`config.mk`:
```
export PLATFORM = sky130hd
export DESIGN_NAME = rxtm_mgr
export DESIGN_NICKNAME = d
export VERILOG_FILES = /design/src/rtl/rxtm_pkg.sv /design/src/rtl/rxtm_bank.sv /design/src/rtl/rxtm_single.sv /design/src/rtl/rxtm_mgr.sv
export SDC_FILE = /design/constraint.sdc
export NUM_CORES = 1
export LEC_CHECK = 0
export BUFFER_PORTS_ARGS = -buffer_cell sky130_fd_sc_hd__buf_4
export CAP_MARGIN = 30
export CORE_UTILIZATION = 59
export CTS_BUF_LIST = sky130_fd_sc_hd__clkbuf_16
export DETAILED_ROUTE_END_ITERATION = 6
export GPL_TIMING_DRIVEN = 0
export PLACE_DENSITY_LB_ADDON = 0.1
export SLEW_MARGIN = 25
export SYNTH_ARGS = -nofsm -noshare
export SYNTH_HDL_FRONTEND = slang
export SYNTH_HIERARCHICAL = 1
export SYNTH_SLANG_ARGS = --single-unit
export TNS_END_PERCENT = 10
```
`constraint.sdc`:
```
create_clock -name clk -period 4.1 [get_ports clk]
set_input_delay 0 -clock clk [delete_from_list [all_inputs] [get_ports clk]]
set_output_delay 0 -clock clk [all_outputs]
set_load 0.1 [all_outputs]
```
`src/rtl/rxtm_pkg.sv`:
```
package rxtm_pkg;
  typedef enum logic [0:0] {
    FS_IDLE = 1'b0,
    FS_FILL = 1'b1
  } fill_st_e;
endpackage

```
`src/rtl/rxtm_bank.sv`:
```
module rxtm_bank #(
  parameter int NT = 4,
  parameter int LW = 8,
  parameter int BW = 14,
  localparam int IW = (NT > 1) ? $clog2(NT) : 1,
  localparam int DW = 2 * LW + BW + 2
) (
  input  logic          clk,
  input  logic          rst,
  input  logic          sw_wr,
  input  logic [IW-1:0] sw_idx,
  input  logic [DW-1:0] sw_wdata,
  input  logic          hw_done,
  input  logic [IW-1:0] hw_idx,
  input  logic [LW-1:0] hw_rcv,
  input  logic [LW-1:0] need_m1,
  output logic          hit,
  output logic [IW-1:0] hit_idx,
  output logic [BW-1:0] hit_base,
  output logic [LW-1:0] hit_blen,
  input  logic [IW-1:0] rd_idx,
  output logic [DW-1:0] rd_word
);
  localparam int RCV_LSB  = LW + BW + 2;
  localparam int BLEN_LSB = BW + 2;

  logic [LW-1:0] rcv_q  [NT];
  logic [LW-1:0] blen_q [NT];
  logic [BW-1:0] base_q [NT];
  logic [NT-1:0] cand;

  for (genvar g = 0; g < NT; g++) begin : g_tgt
    always_ff @(posedge clk) begin
      if (rst) begin
        rcv_q[g]  <= '1;
        blen_q[g] <= '0;
        base_q[g] <= '0;
      end else begin
        if (sw_wr && sw_idx == IW'(g)) begin
          rcv_q[g]  <= sw_wdata[RCV_LSB +: LW];
          blen_q[g] <= sw_wdata[BLEN_LSB +: LW];
          base_q[g] <= sw_wdata[2 +: BW];
        end
        if (hw_done && hw_idx == IW'(g))
          rcv_q[g] <= hw_rcv;
      end
    end

    assign cand[g] = (rcv_q[g] == '0) && (blen_q[g] >= need_m1);

    p_reset_busy_r1: assert property (@(posedge clk) disable iff (rst)
      $past(rst) |-> rcv_q[g] == '1);
  end

  always_comb begin
    hit     = 1'b0;
    hit_idx = '0;
    for (int i = NT - 1; i >= 0; i--) begin
      if (cand[i]) begin
        hit     = 1'b1;
        hit_idx = IW'(i);
      end
    end
  end

  assign hit_base = base_q[hit_idx];
  assign hit_blen = blen_q[hit_idx];
  assign rd_word  = {rcv_q[rd_idx], blen_q[rd_idx], base_q[rd_idx], 2'b00};

  p_done_marks_busy_r5: assert property (@(posedge clk) disable iff (rst)
    hw_done && hw_rcv != '0 |=> rcv_q[$past(hw_idx)] != '0);
endmodule

```
`src/rtl/rxtm_single.sv`:
```
module rxtm_single #(
  parameter int DW = 32
) (
  input  logic          clk,
  input  logic          rst,
  input  logic          put,
  input  logic [DW-1:0] put_data,
  input  logic          take,
  output logic          full,
  output logic [DW-1:0] data
);
  always_ff @(posedge clk) begin
    if (rst) begin
      full <= 1'b0;
      data <= '0;
    end else begin
      if (take) full <= 1'b0;
      if (put) begin
        full <= 1'b1;
        data <= put_data;
      end
    end
  end

  p_put_fills_r9: assert property (@(posedge clk) disable iff (rst)
    put |=> full);
endmodule

```
`src/rtl/rxtm_mgr.sv`:
```
module rxtm_mgr #(
  parameter int NT = 4,
  parameter int LW = 8,
  parameter int BW = 14,
  localparam int IW = (NT > 1) ? $clog2(NT) : 1,
  localparam int DW = 2 * LW + BW + 2,
  localparam int AW = BW + 2,
  localparam int CW = LW + 1
) (
  input  logic          clk,
  input  logic          rst,
  input  logic          cfg_rx_en,
  input  logic          cfg_drop_en,
  input  logic          sw_wr,
  input  logic          sw_rd,
  input  logic          sw_single,
  input  logic [IW-1:0] sw_idx,
  input  logic [DW-1:0] sw_wdata,
  output logic [DW-1:0] sw_rdata,
  input  logic          msg_vld,
  input  logic          msg_first,
  input  logic          msg_last,
  input  logic [LW-1:0] msg_len_m1,
  input  logic [DW-1:0] msg_data,
  output logic          mem_we,
  output logic [AW-1:0] mem_addr,
  output logic [DW-1:0] mem_wdata,
  output logic          rsp_ack,
  output logic          rsp_nak,
  output logic          irq_drop
);
  import rxtm_pkg::*;

  fill_st_e      st_q;
  logic [IW-1:0] cur_idx_q;
  logic [BW-1:0] cur_base_q;
  logic [LW-1:0] cur_blen_q;
  logic [CW-1:0] cnt_q;

  logic          hit;
  logic [IW-1:0] hit_idx;
  logic [BW-1:0] hit_base;
  logic [LW-1:0] hit_blen;
  logic [DW-1:0] rd_word;
  logic          single_full;
  logic [DW-1:0] single_data;

  logic is_single, is_multi, in_fill, overflow, hw_done, take, single_put;
  logic [BW-1:0] next_word;

  assign is_single  = msg_vld && msg_first && msg_last && st_q == FS_IDLE;
  assign is_multi   = msg_vld && msg_first && !msg_last && st_q == FS_IDLE;
  assign in_fill    = msg_vld && st_q == FS_FILL;
  assign overflow   = in_fill && (cnt_q > {1'b0, cur_blen_q});
  assign hw_done    = in_fill && !overflow && msg_last;
  assign take       = sw_rd && sw_single;
  assign single_put = is_single && cfg_rx_en && (!single_full || take);
  assign next_word  = cur_base_q + BW'(cnt_q);

  rxtm_bank #(.NT(NT), .LW(LW), .BW(BW)) u_bank (
    .clk(clk), .rst(rst),
    .sw_wr(sw_wr), .sw_idx(sw_idx), .sw_wdata(sw_wdata),
    .hw_done(hw_done), .hw_idx(cur_idx_q), .hw_rcv(cnt_q[LW-1:0]),
    .need_m1(msg_len_m1),
    .hit(hit), .hit_idx(hit_idx), .hit_base(hit_base), .hit_blen(hit_blen),
    .rd_idx(sw_idx), .rd_word(rd_word)
  );

  rxtm_single #(.DW(DW)) u_single (
    .clk(clk), .rst(rst),
    .put(single_put), .put_data(msg_data), .take(take),
    .full(single_full), .data(single_data)
  );

  always_ff @(posedge clk) begin
    if (rst) begin
      st_q       <= FS_IDLE;
      cur_idx_q  <= '0;
      cur_base_q <= '0;
      cur_blen_q <= '0;
      cnt_q      <= '0;
      sw_rdata   <= '0;
      mem_we     <= 1'b0;
      mem_addr   <= '0;
      mem_wdata  <= '0;
      rsp_ack    <= 1'b0;
      rsp_nak    <= 1'b0;
      irq_drop   <= 1'b0;
    end else begin
      mem_we   <= 1'b0;
      rsp_ack  <= 1'b0;
      rsp_nak  <= 1'b0;
      irq_drop <= 1'b0;
      if (sw_rd) sw_rdata <= sw_single ? single_data : rd_word;

      if (is_single) begin
        if (single_put) rsp_ack <= 1'b1;
        else begin
          rsp_nak  <= 1'b1;
          irq_drop <= cfg_rx_en && cfg_drop_en;
        end
      end else if (is_multi) begin
        if (!cfg_rx_en) rsp_nak <= 1'b1;
        else if (!hit) begin
          rsp_nak  <= 1'b1;
          irq_drop <= cfg_drop_en;
        end else begin
          mem_we     <= 1'b1;
          mem_addr   <= {hit_base, 2'b00};
          mem_wdata  <= msg_data;
          cur_idx_q  <= hit_idx;
          cur_base_q <= hit_base;
          cur_blen_q <= hit_blen;
          cnt_q      <= CW'(1);
          st_q       <= FS_FILL;
        end
      end else if (in_fill) begin
        if (overflow) begin
          rsp_nak  <= 1'b1;
          irq_drop <= cfg_drop_en;
          st_q     <= FS_IDLE;
        end else begin
          mem_we    <= 1'b1;
          mem_addr  <= {next_word, 2'b00};
          mem_wdata <= msg_data;
          cnt_q     <= cnt_q + CW'(1);
          if (msg_last) begin
            rsp_ack <= 1'b1;
            st_q    <= FS_IDLE;
          end
        end
      end
    end
  end

  p_ack_nak_excl_r5: assert property (@(posedge clk) disable iff (rst)
    !(rsp_ack && rsp_nak));
  p_drop_with_nak_r6: assert property (@(posedge clk) disable iff (rst)
    irq_drop |-> rsp_nak);
  p_disabled_refuses_r8: assert property (@(posedge clk) disable iff (rst)
    (st_q == FS_IDLE && msg_vld && msg_first && !cfg_rx_en)
    |=> (rsp_nak && !rsp_ack && !mem_we && !irq_drop));
  p_single_busy_r10: assert property (@(posedge clk) disable iff (rst)
    (is_single && single_full && !take) |=> (rsp_nak && !rsp_ack));
  p_fill_window_r7: assert property (@(posedge clk) disable iff (rst)
    st_q == FS_FILL |-> cnt_q <= {1'b0, cur_blen_q} + CW'(1));
endmodule

```
==> impl_metrics.json, run 1 <==
{
  "synth_top_area_share_pct": 26.21,
  "die_y_um": 154.7,
  "layout_commonest_cell": "buf_4",
  "globalRouteOverflowTotal": 0,
  "status": "finished, violations left",
  "die_area_sq_um": 23920,
  "setup_viol": 0,
  "ys.flop_type": "dfxtp_1",
  "grt_max_degree": 24,
  "crit_family": "simple AND/OR/NAND/NOR gates",
  "crit_path_start_kind": "flip-flop",
  "path_clk_slew_ps": 60,
  "wl_per_cell_um": 21.16,
  "tightest_slew_ps": 913.5,
  "ios": 168,
  "track_usage_pct": 33.02,
  "fin_total_pwr_uw": 6439,
  "grt_pass1_vias": 10713,
  "reg2reg_to": "u_bank/rcv_q[0][2]$_DFFE_PP_",
  "hold_path_class": "in -> reg",
  "power.leakage_uw": 0.007062,
  "slew_headroom_pct": 39.10,
  "yosys.area.top_type": "edfxtp_1",
  "grt_first_pass_wirelength_mm": 60.00,
  "htree_levels": 1,
  "port_buffers": 160,
  "cts_buffer_depth": 3,
  "cp.required_ps": 4500,
  "mostFrequentLayoutCells": "buf_4, dfxtp_1, mux2i_1",
  "fin_crit_sh_pct": 98.29,
  "crit_fanout": 10,
  "grtUsageMet3_pct": 3.867,
  "ys_seq_elements": 269,
  "cp_cell_sequence": "ha_1 -> nand3_1 -> a221o_1 -> a31oi_2 -> nor2_1 -> nand2_2 -> nand4b_1 -> nor2_1 -> o31a_1 -> buf_4 -> clkbuf_4 -> and2_1 -> nand2b_1 -> or3_4 -> nand2_2 -> o22a_1",
  "synth_area_leaders": "edfxtp_1, dfxtp_1, mux2i_1",
  "cp.depth": 16,
  "dp_hpwl_mm": 28.26,
  "fmax_mhz": 248.2,
  "initial_core_util_pct": 60.36,
  "power_density_nw_per_um2": 375.0,
  "cap_violations": 0,
  "ff2ff_path_depth": 16,
  "crit_start": "u_bank/blen_q[2][6]$_SDFFCE_PN0P_",
  "holdWs_ps": 32.27,
  "grt.busiest_layer": "met2",
  "grt_use_met1_pct": 42.67,
  "fin_skew_ps": 20.27,
  "synth-warning-count": 6,
  "tns_ps": 0,
  "syn_area_sq_um": 13750,
  "postRouteAntennaNets": 0,
  "num_rows": 55,
  "drc": 6,
  "final_nets": 1672,
  "arrival_ps": 4430,
  "avgSynthCellArea_sq_um": 10.84,
  "cts_inserted_buffers": 29,
  "viasPerCell": 5.887,
  "met2_usage_pct": 56.65,
  "dpl_cell_area_sq_um": 15420,
  "drtIter0Drc": 1059,
  "routabilityCongestion": 0.9064,
  "vdd_drop_max_v": 0.0003200,
  "r2r_start": "u_bank/blen_q[2][6]$_SDFFCE_PN0P_",
  "dr_total_vias": 11020,
  "coreArea_sq_um": 22780,
  "cts.sinks": 269,
  "seq_area_frac_synth_pct": 47.91,
  "drv_slew": 0,
  "netlist_instances": 1268,
  "hold_viol_final": 0,
  "ff2ff_setup_slack_ps": 70,
  "async_reset_ff_share_pct": 0,
  "max_stage_delay_ps": 460,
  "cp_slowest_cell": "edfxtp_1",
  "drtPass1Iterations": 7,
  "path_buf_inv": 2,
  "syn2layout_area_growth_pct": 24.89,
  "wl_mm": 39.62,
  "insertion_delay_ps": 550,
  "chipWidth_um": 154.7,
  "finish.utilization_pct": 75.38,
  "criticalPathCategory": "reg -> reg",
  "diodes": 0,
  "violations": "design-rule violations",
  "synth_edf_count": 120,
  "cts_tree": "yes",
  "fin_area_sq_um": 17170,
  "synth_cell_types": 76,
  "root_buffer": "clkbuf_16",
  "rsz0062_at_grt": "true",
  "antenna_found_initial": 0,
  "drive_gt1_share_pct": 19.56,
  "end_kind": "flip-flop",
  "period_needed_ps": 4030,
  "worstSetupEndpoint": "u_bank/rcv_q[0][2]$_DFFE_PP_"
}
==> where the power goes <==
| group | leakage (uW) | switching, uW | internal, uW |
|---|---|---|---|
| Sequential | 0.00237 | 78.8 | 2920 |
| Combinational | 0.00422 | 521 | 324 |
| Clock | 0.000470 | 1060 | 1530 |
| Total | 0.00706 | 1660 | 4780 |
==> layout make-up <==
cell class	instances	area (sq um)
clock inverter	24	214.0
timing repair buffer	237	1998
sequential	269	6586
tap	313	391.6
clock buffer	29	725.7
inverter	37	138.9
multi-input combinational	878	6590
buffer	85	525.5
fill	1584	5608
==> metrics by stage <==
| stage | worst slack (ps) | cells |
|---|---|---|
| 6_report | 70.23 | 1872 |
| 4_1_cts | -134.6 | 1870 |
| 3_5_place_dp | -279.0 | 1745 |
| 5_1_grt | -44.44 | 1872 |
| 3_3_place_gp | -279.5 | 1743 |
| 2_1_floorplan | 498.8 | 1270 |
==> logic make-up after synthesis <==
family / share of synthesized area [%]
simple gates: 15.76
flops: 47.91
compound gates: 11.83
mux: 14.59
buf+inv: 4.842
fa+ha+maj: 4.696
xor+xnor: 0.3186
other cells: 0.05463
==> worst min path at each step <==
stage | startpoint | to | slack, ps | cells after the start
CTS | msg_vld | cnt_q[4]$_SDFFE_PP0P_ | 1 | 4
floorplan | msg_data[10] | mem_wdata[10]$_SDFFE_PP0P_ | 140 | 2
detailed placement | msg_data[6] | u_single/data[6]$_SDFFE_PP0P_ | 250 | 3
global placement | msg_data[6] | u_single/data[6]$_SDFFE_PP0P_ | 240 | 3
global route | sw_idx[0] | u_bank/blen_q[0][2]$_SDFFCE_PN0P_ | 40 | 2
finish | sw_idx[0] | u_bank/blen_q[0][2]$_SDFFCE_PN0P_ | 30 | 2
==> sequential cells by signal, indices dropped and copies added, names as in the netlist, 2 cells and up <==
register and cells:
u_bank/base_q 56, u_bank/rcv_q 32, cur_base_q 14, cnt_q 9, cur_blen_q 8, mem_wdata 32
cur_idx_q 2, u_bank/blen_q 32, sw_rdata 32, u_single/data 32, mem_addr 14
==> synth_stat cells, types with 4 or more instances <==
cell type and instances:
and3_1 10, nand3_1 19, o21bai_1 4, nand4_1 5, nor2_1 99, buf_12 9, nor4_1 7, o21ai_0 21
and2_1 92, inv_1 35, buf_2 13, buf_4 5, nor2b_1 5, nand3b_1 6, o22a_1 32, a31oi_1 13
a211oi_1 33, buf_1 10, or3_1 4, a21o_1 4, dfxtp_1 149, mux2i_1 131, nand2_1 135, ha_1 50
mux4_2 28, nand4b_1 6, clkbuf_1 46, nand2b_1 13, edfxtp_1 120, nor3_1 11, a21oi_1 72
==> per-layer routing <==
metal,vias to the layer above,part of all wire [%]
met5,-,0
met4,0,3.6
met3,91,7.1
met2,520,48
met1,5266,41
li1,5143,-
==> worst reg2reg max path: cells and delay by family, from the launching register on <==
kind                     cells  cell delay [ps]
AO/OA/AOI/OAI                4              940
adder cells (fa/ha/maj)      1              380
flip-flops                   1              460
AND/OR/NAND/NOR              9             1600
buffers and inverters        2              490
==> repair_timing <==
action / 4_1_cts / 5_1_grt
hold buffers: 73 / 0
gates resized for setup: 9 / 10
endpoints found under the hold margin: 194 / 0
setup buffers: 0 / 1
cloned: 0 / 0
pin swaps: 0 / 2
endpoints found under the setup margin: 64 / 64
Note: power is estimated with default switching activity, not from simulation.
==> run 2, diff against run 1 <==
--- a/config.mk
+++ b/config.mk
@@ -5,10 +5,10 @@
 export SDC_FILE = /design/constraint.sdc
 export NUM_CORES = 1
 export LEC_CHECK = 0
+export ABC_CLOCK_PERIOD_IN_PS = 4100
 export BUFFER_PORTS_ARGS = -buffer_cell sky130_fd_sc_hd__buf_4
 export CAP_MARGIN = 30
 export CORE_UTILIZATION = 59
-export CTS_BUF_LIST = sky130_fd_sc_hd__clkbuf_16
 export DETAILED_ROUTE_END_ITERATION = 6
 export GPL_TIMING_DRIVEN = 0
 export PLACE_DENSITY_LB_ADDON = 0.1
==> run 2 against run 1 <==
  * The flow now finishes without violations
  * Sequential power about the same
  * Hold slack lost 1.9 ps
  * Global-route usage is 0.15 points higher
  * Clock power is 5% higher
  * Non-clock buffer count grew 1
  * Sequential cell count is the same
  * Register-to-register slack gained 100 ps
  * Critical path type unchanged
==> impl_metrics.json, run 2 (synthesized netlist as in run 1, its figures left out) <==
{
  "status": "finished clean",
  "drive_gt1_share_pct": 19.74,
  "power_density_nw_per_um2": 381.3,
  "period_needed_ps": 3928,
  "wl_mm": 39.75,
  "globalRouteOverflowTotal": 0,
  "path_buf_inv": 1,
  "arrival_ps": 4330,
  "initial_core_util_pct": 60.36,
  "track_usage_pct": 33.17,
  "ios": 168,
  "die_y_um": 154.7,
  "largest_reg_flops": 56,
  "path_clk_slew_ps": 60,
  "crit_top_cell": "nor2_1",
  "placed_cells": 1745,
  "holdWs_ps": 30.37,
  "htree_levels": 1,
  "grt_max_degree": 24,
  "fillCellCount": 1570,
  "drtPass1Iterations": 7,
  "syn2layout_area_growth_pct": 25.25,
  "fin_skew_ps": 15.84,
  "final_nets": 1673,
  "cts_tree": "yes",
  "cts_inserted_buffers": 29,
  "met2_usage_pct": 56.65,
  "postRouteAntennaNets": 0,
  "diodes": 0,
  "criticalPathCategory": "reg -> reg",
  "die_area_sq_um": 23920,
  "port_buffers": 160,
  "tightest_slew_ps": 891.5,
  "num_rows": 55,
  "cap_violations": 0,
  "end_kind": "flip-flop",
  "hold_viol_final": 0,
  "drv_slew": 0,
  "mostFrequentLayoutCells": "buf_4, dfxtp_1, mux2i_1",
  "max_flop_register": "u_bank/base_q",
  "grt_pass1_vias": 10779,
  "grt.busiest_layer": "met2",
  "grtUsageMet3_pct": 4.483,
  "layoutNonFillerInstCount": 1873,
  "chipWidth_um": 154.7,
  "fin_total_pwr_uw": 6566,
  "fmax_mhz": 254.6,
  "crit_fanout": 19,
  "layout_commonest_cell": "buf_4",
  "dr_total_vias": 11053,
  "coreArea_sq_um": 22780,
  "cts.sinks": 269,
  "finish.utilization_pct": 75.59,
  "tns_ps": 0,
  "drtIter0Drc": 1049,
  "crit_family": "simple AND/OR/NAND/NOR gates",
  "multi_input_area_sq_um": 6571,
  "hold_path_class": "in -> reg",
  "slew_headroom_pct": 40.57,
  "power.leakage_uw": 0.007080,
  "ff_latch_area_sq_um": 6586,
  "root_buffer": "clkbuf_16",
  "crit_path_start_kind": "flip-flop",
  "viasPerCell": 5.901,
  "grt_first_pass_wirelength_mm": 60.26,
  "rsz0062_at_grt": "false",
  "routabilityCongestion": 0.9064,
  "vdd_drop_max_v": 0.0003203,
  "cp_cell_sequence": "ha_1 -> nand3_1 -> a221o_1 -> a31oi_1 -> nor2_1 -> nand2_1 -> nand4b_1 -> nor2_1 -> o31a_1 -> buf_4 -> and2_1 -> nand2b_1 -> or3_4 -> nand2_2 -> o22a_1",
  "cp.required_ps": 4510,
  "setup_viol": 0,
  "wl_per_cell_um": 21.22,
  "grt_use_met1_pct": 42.34,
  "insertion_delay_ps": 550,
  "antenna_found_initial": 0,
  "cp_slowest_cell": "edfxtp_1",
  "drc": 0,
  "max_stage_delay_ps": 460,
  "dp_hpwl_mm": 28.26,
  "fin_crit_sh_pct": 95.80,
  "cts_buffer_depth": 3
}
-- run 2: cell count changes in the layout (fill, tap and decap cells not counted), sizes merged --
cell    delta
clkinv     -4
inv        -5
clkbuf     +8
buf        +2
-- run 2: final cells by class --
class | count | area share, %
repair buffers | 239 | 11.69
clock inverters | 15 | 1.046
multi-input cells | 878 | 38.16
flip-flops and latches | 269 | 38.25
inverters | 37 | 0.8066
clock buffers | 38 | 4.759
well taps | 313 | 2.274
plain buffers | 84 | 3.008
-- run 2: repair_timing --
action,in CTS,in global routing
gates resized for setup,10,4
cloned,0,0
setup buffers,2,1
pin swaps,0,2
hold buffers,73,0
endpoints found under the setup margin,64,56
hold endpoints to repair,194,0
-- run 2: final timing paths --
check | start | endpoint | slack (ps) | depth (start not counted)
worst max register to register | u_bank/blen_q[2][6]$_SDFFCE_PN0P_ | u_bank/rcv_q[0][2]$_DFFE_PP_ | 170 | 15
worst min register to register | mem_wdata[29]$_SDFFE_PP0P_ | mem_wdata[29]$_SDFFE_PP0P_ | 450 | 2
worst max-delay path | u_bank/blen_q[2][6]$_SDFFCE_PN0P_ | u_bank/rcv_q[0][2]$_DFFE_PP_ | 170 | 15
worst min-delay path | sw_idx[0] | u_bank/blen_q[0][2]$_SDFFCE_PN0P_ | 30 | 2
-- run 2: through the flow --
stage          instance area, sq um  setup slack [ps]
2_1_floorplan                 13760             498.8
3_3_place_gp                  15350            -279.5
3_5_place_dp                  15420            -279.0
4_1_cts                       17190            -86.20
5_1_grt                       17220             18.67
6_report                      17220             172.4
-- run 2: layer usage --
| layer | share of wire (%) | wire [um] | vias to the layer above |
|---|---|---|---|
| met5 | 0 | 0 | - |
| met3 | 7.2 | 2851 | 91 |
| met4 | 3.9 | 1554 | 0 |
| li1 | - | - | 5142 |
| met2 | 48 | 19030 | 504 |
| met1 | 41 | 16310 | 5316 |
-- run 2: power breakdown --
part / total [uW] / switching [uW] / internal, uW
Clock: 2720 / 1070 / 1650
Combinational: 847 / 523 / 324
Sequential: 3000 / 78.8 / 2920
==> run 3, diff against run 2 <==
--- a/config.mk
+++ b/config.mk
@@ -8,6 +8,7 @@
 export ABC_CLOCK_PERIOD_IN_PS = 4100
 export BUFFER_PORTS_ARGS = -buffer_cell sky130_fd_sc_hd__buf_4
 export CAP_MARGIN = 30
+export CORE_ASPECT_RATIO = 0.5
 export CORE_UTILIZATION = 59
 export DETAILED_ROUTE_END_ITERATION = 6
 export GPL_TIMING_DRIVEN = 0
==> run 3 against run 2 <==
  * Global-route usage up 2.5 points
  * Design area down 1.2%
  * Hold slack improved by 28 ps
  * Sequential power barely moved
  * Clock skew shrank 1.5 ps
  * First-iteration DRC count rose by 20%
  * Highest routed layer is now met5
  * Sequential share of layout area grew 0.45 points
==> impl_metrics.json, run 3 (synthesized netlist as in run 1, its figures left out) <==
{
  "status": "finished clean",
  "viasPerCell": 6.072,
  "drc": 0,
  "cp.required_ps": 4390,
  "port_buffers": 160,
  "die_area_sq_um": 23950,
  "die_y_um": 109.9,
  "routabilityCongestion": 0.9513,
  "drive_gt1_share_pct": 19.30,
  "fin_ws_ps": 177.7,
  "hold_viol_final": 0,
  "setup_viol": 0,
  "coreArea_sq_um": 22840,
  "power_density_nw_per_um2": 362.6,
  "htree_levels": 1,
  "drv_slew": 0,
  "r2r_start": "u_bank/blen_q[1][0]$_SDFFCE_PN0P_",
  "power.leakage_uw": 0.006990,
  "grt_pass1_vias": 10502,
  "tns_ps": 0,
  "ff2ff_setup_slack_ps": 180,
  "pre_cts_slack_ps": -471.5,
  "criticalPathCategory": "reg -> reg",
  "arrival_ps": 4210,
  "vdd_drop_max_v": 0.0003217,
  "insertion_delay_ps": 550,
  "drtPass1Iterations": 5,
  "diodes": 0,
  "cts_buffer_depth": 3,
  "grt_first_pass_wirelength_mm": 62.75,
  "cap_violations": 0,
  "drtIter0Drc": 1258,
  "crit_start": "u_bank/blen_q[1][0]$_SDFFCE_PN0P_",
  "dr_total_vias": 11269,
  "final_nets": 1669,
  "hold_path_class": "in -> reg",
  "syn2layout_area_growth_pct": 23.79,
  "ios": 168,
  "rsz0062_at_grt": "false",
  "wl_mm": 42.70,
  "fin_crit_sh_pct": 95.66,
  "hold_start": "sw_idx[0]",
  "root_buffer": "clkbuf_16",
  "min_to": "u_bank/blen_q[0][1]$_SDFFCE_PN0P_",
  "tightest_slew_ps": 984.6,
  "grt_max_degree": 24,
  "initial_core_util_pct": 60.20,
  "crit_path_start_kind": "flip-flop",
  "wl_per_cell_um": 23.01,
  "crit_fanout": 10,
  "largest_reg_flops": 56,
  "hold_depth": 2,
  "track_usage_pct": 35.71,
  "fmax_mhz": 255.0,
  "antenna_found_initial": 2,
  "globalRouteOverflowTotal": 0,
  "max_flop_register": "u_bank/base_q",
  "slew_headroom_pct": 34.22,
  "path_clk_slew_ps": 70,
  "postRouteAntennaNets": 0,
  "dp_hpwl_mm": 31.23,
  "cts_inserted_buffers": 25,
  "chipWidth_um": 217.9,
  "cts.sinks": 269,
  "period_needed_ps": 3922,
  "reg2reg_to": "u_bank/rcv_q[0][7]$_DFFE_PP_",
  "mostFrequentLayoutCells": "buf_4, dfxtp_1, mux2i_1",
  "ff2ff_path_depth": 17,
  "end_kind": "flip-flop",
  "num_rows": 39,
  "layout_commonest_cell": "buf_4",
  "fin_skew_ps": 14.30,
  "cts_tree": "yes"
}
## run 3: how the worst max path moves through the flow
stage / endpoint / slack [ps] / cells past startpoint
2_1_floorplan: u_bank/rcv_q[0][0]$_DFFE_PP_ / 500 / 18
3_3_place_gp: u_bank/rcv_q[0][4]$_DFFE_PP_ / -410 / 15
3_5_place_dp: u_bank/rcv_q[0][4]$_DFFE_PP_ / -470 / 15
4_1_cts: u_bank/rcv_q[1][6]$_DFFE_PP_ / 20 / 18
5_1_grt: u_bank/rcv_q[2][1]$_SDFFCE_PN1P_ / 3 / 18
6_report: u_bank/rcv_q[0][7]$_DFFE_PP_ / 180 / 17
## run 3: final cells by class
class	count	area, sq um
Multi-Input combinational cell	878	6626
Sequential cell	269	6586
Fill cell	1592	5818
Timing Repair Buffer	238	1984
Clock buffer	37	691.9
Buffer	85	525.5
Tap cell	307	384.1
Inverter	37	138.9
Clock inverter	5	81.33
## run 3: metrics by stage
step	total power (uW)	hold WS, ps	instance area (sq um)	cells	utilization (%)
global placement	3825	250.3	15340	1737	67.18
floorplan	3535	136.0	13760	1270	-
CTS	6157	46.03	16940	1854	74.18
global route	6347	67.56	17020	1856	74.52
finish	6170	58.65	17020	1856	74.52
detailed placement	3854	254.4	15400	1740	67.46
## run 3: metal layers
layer / vias up / track usage [%] / wire (um)
li1: 5142 / - / -
met1: 5518 / 51.01 / 18640
met2: 542 / 53.76 / 18280
met3: 65 / 10.54 / 5088
met4: 2 / 7.293 / 685
met5: - / 0 / 12
## run 3: where the power goes
part | switching, uW | total (uW) | internal [uW]
combinational | 560 | 884 | 325
sequential | 76.6 | 3000 | 2920
clock | 1000 | 2290 | 1290
## run 3: worst max-delay path, stage by stage (launching register included)
cell and delay, ps:
edfxtp_1 410, inv_1 90, ha_1 240, nand2b_4 160, a2111oi_4 360, o31ai_2 130
a211oi_2 260, nand2_2 170, nand4b_1 170, nor2_1 80, o31a_1 250, buf_4 190
buf_4 190, and2_1 190, nand2b_1 130, or3_4 260, nand2_4 130, o22a_1 260
## run 3: what timing repair did
action | CTS | global route
hold endpoints to repair | 192 | 0
hold buffers | 70 | 0
pin swaps | 0 | 3
gates cloned | 0 | 0
resized for setup | 12 | 13
buffers inserted | 3 | 1
endpoints found under the setup margin | 64 | 64
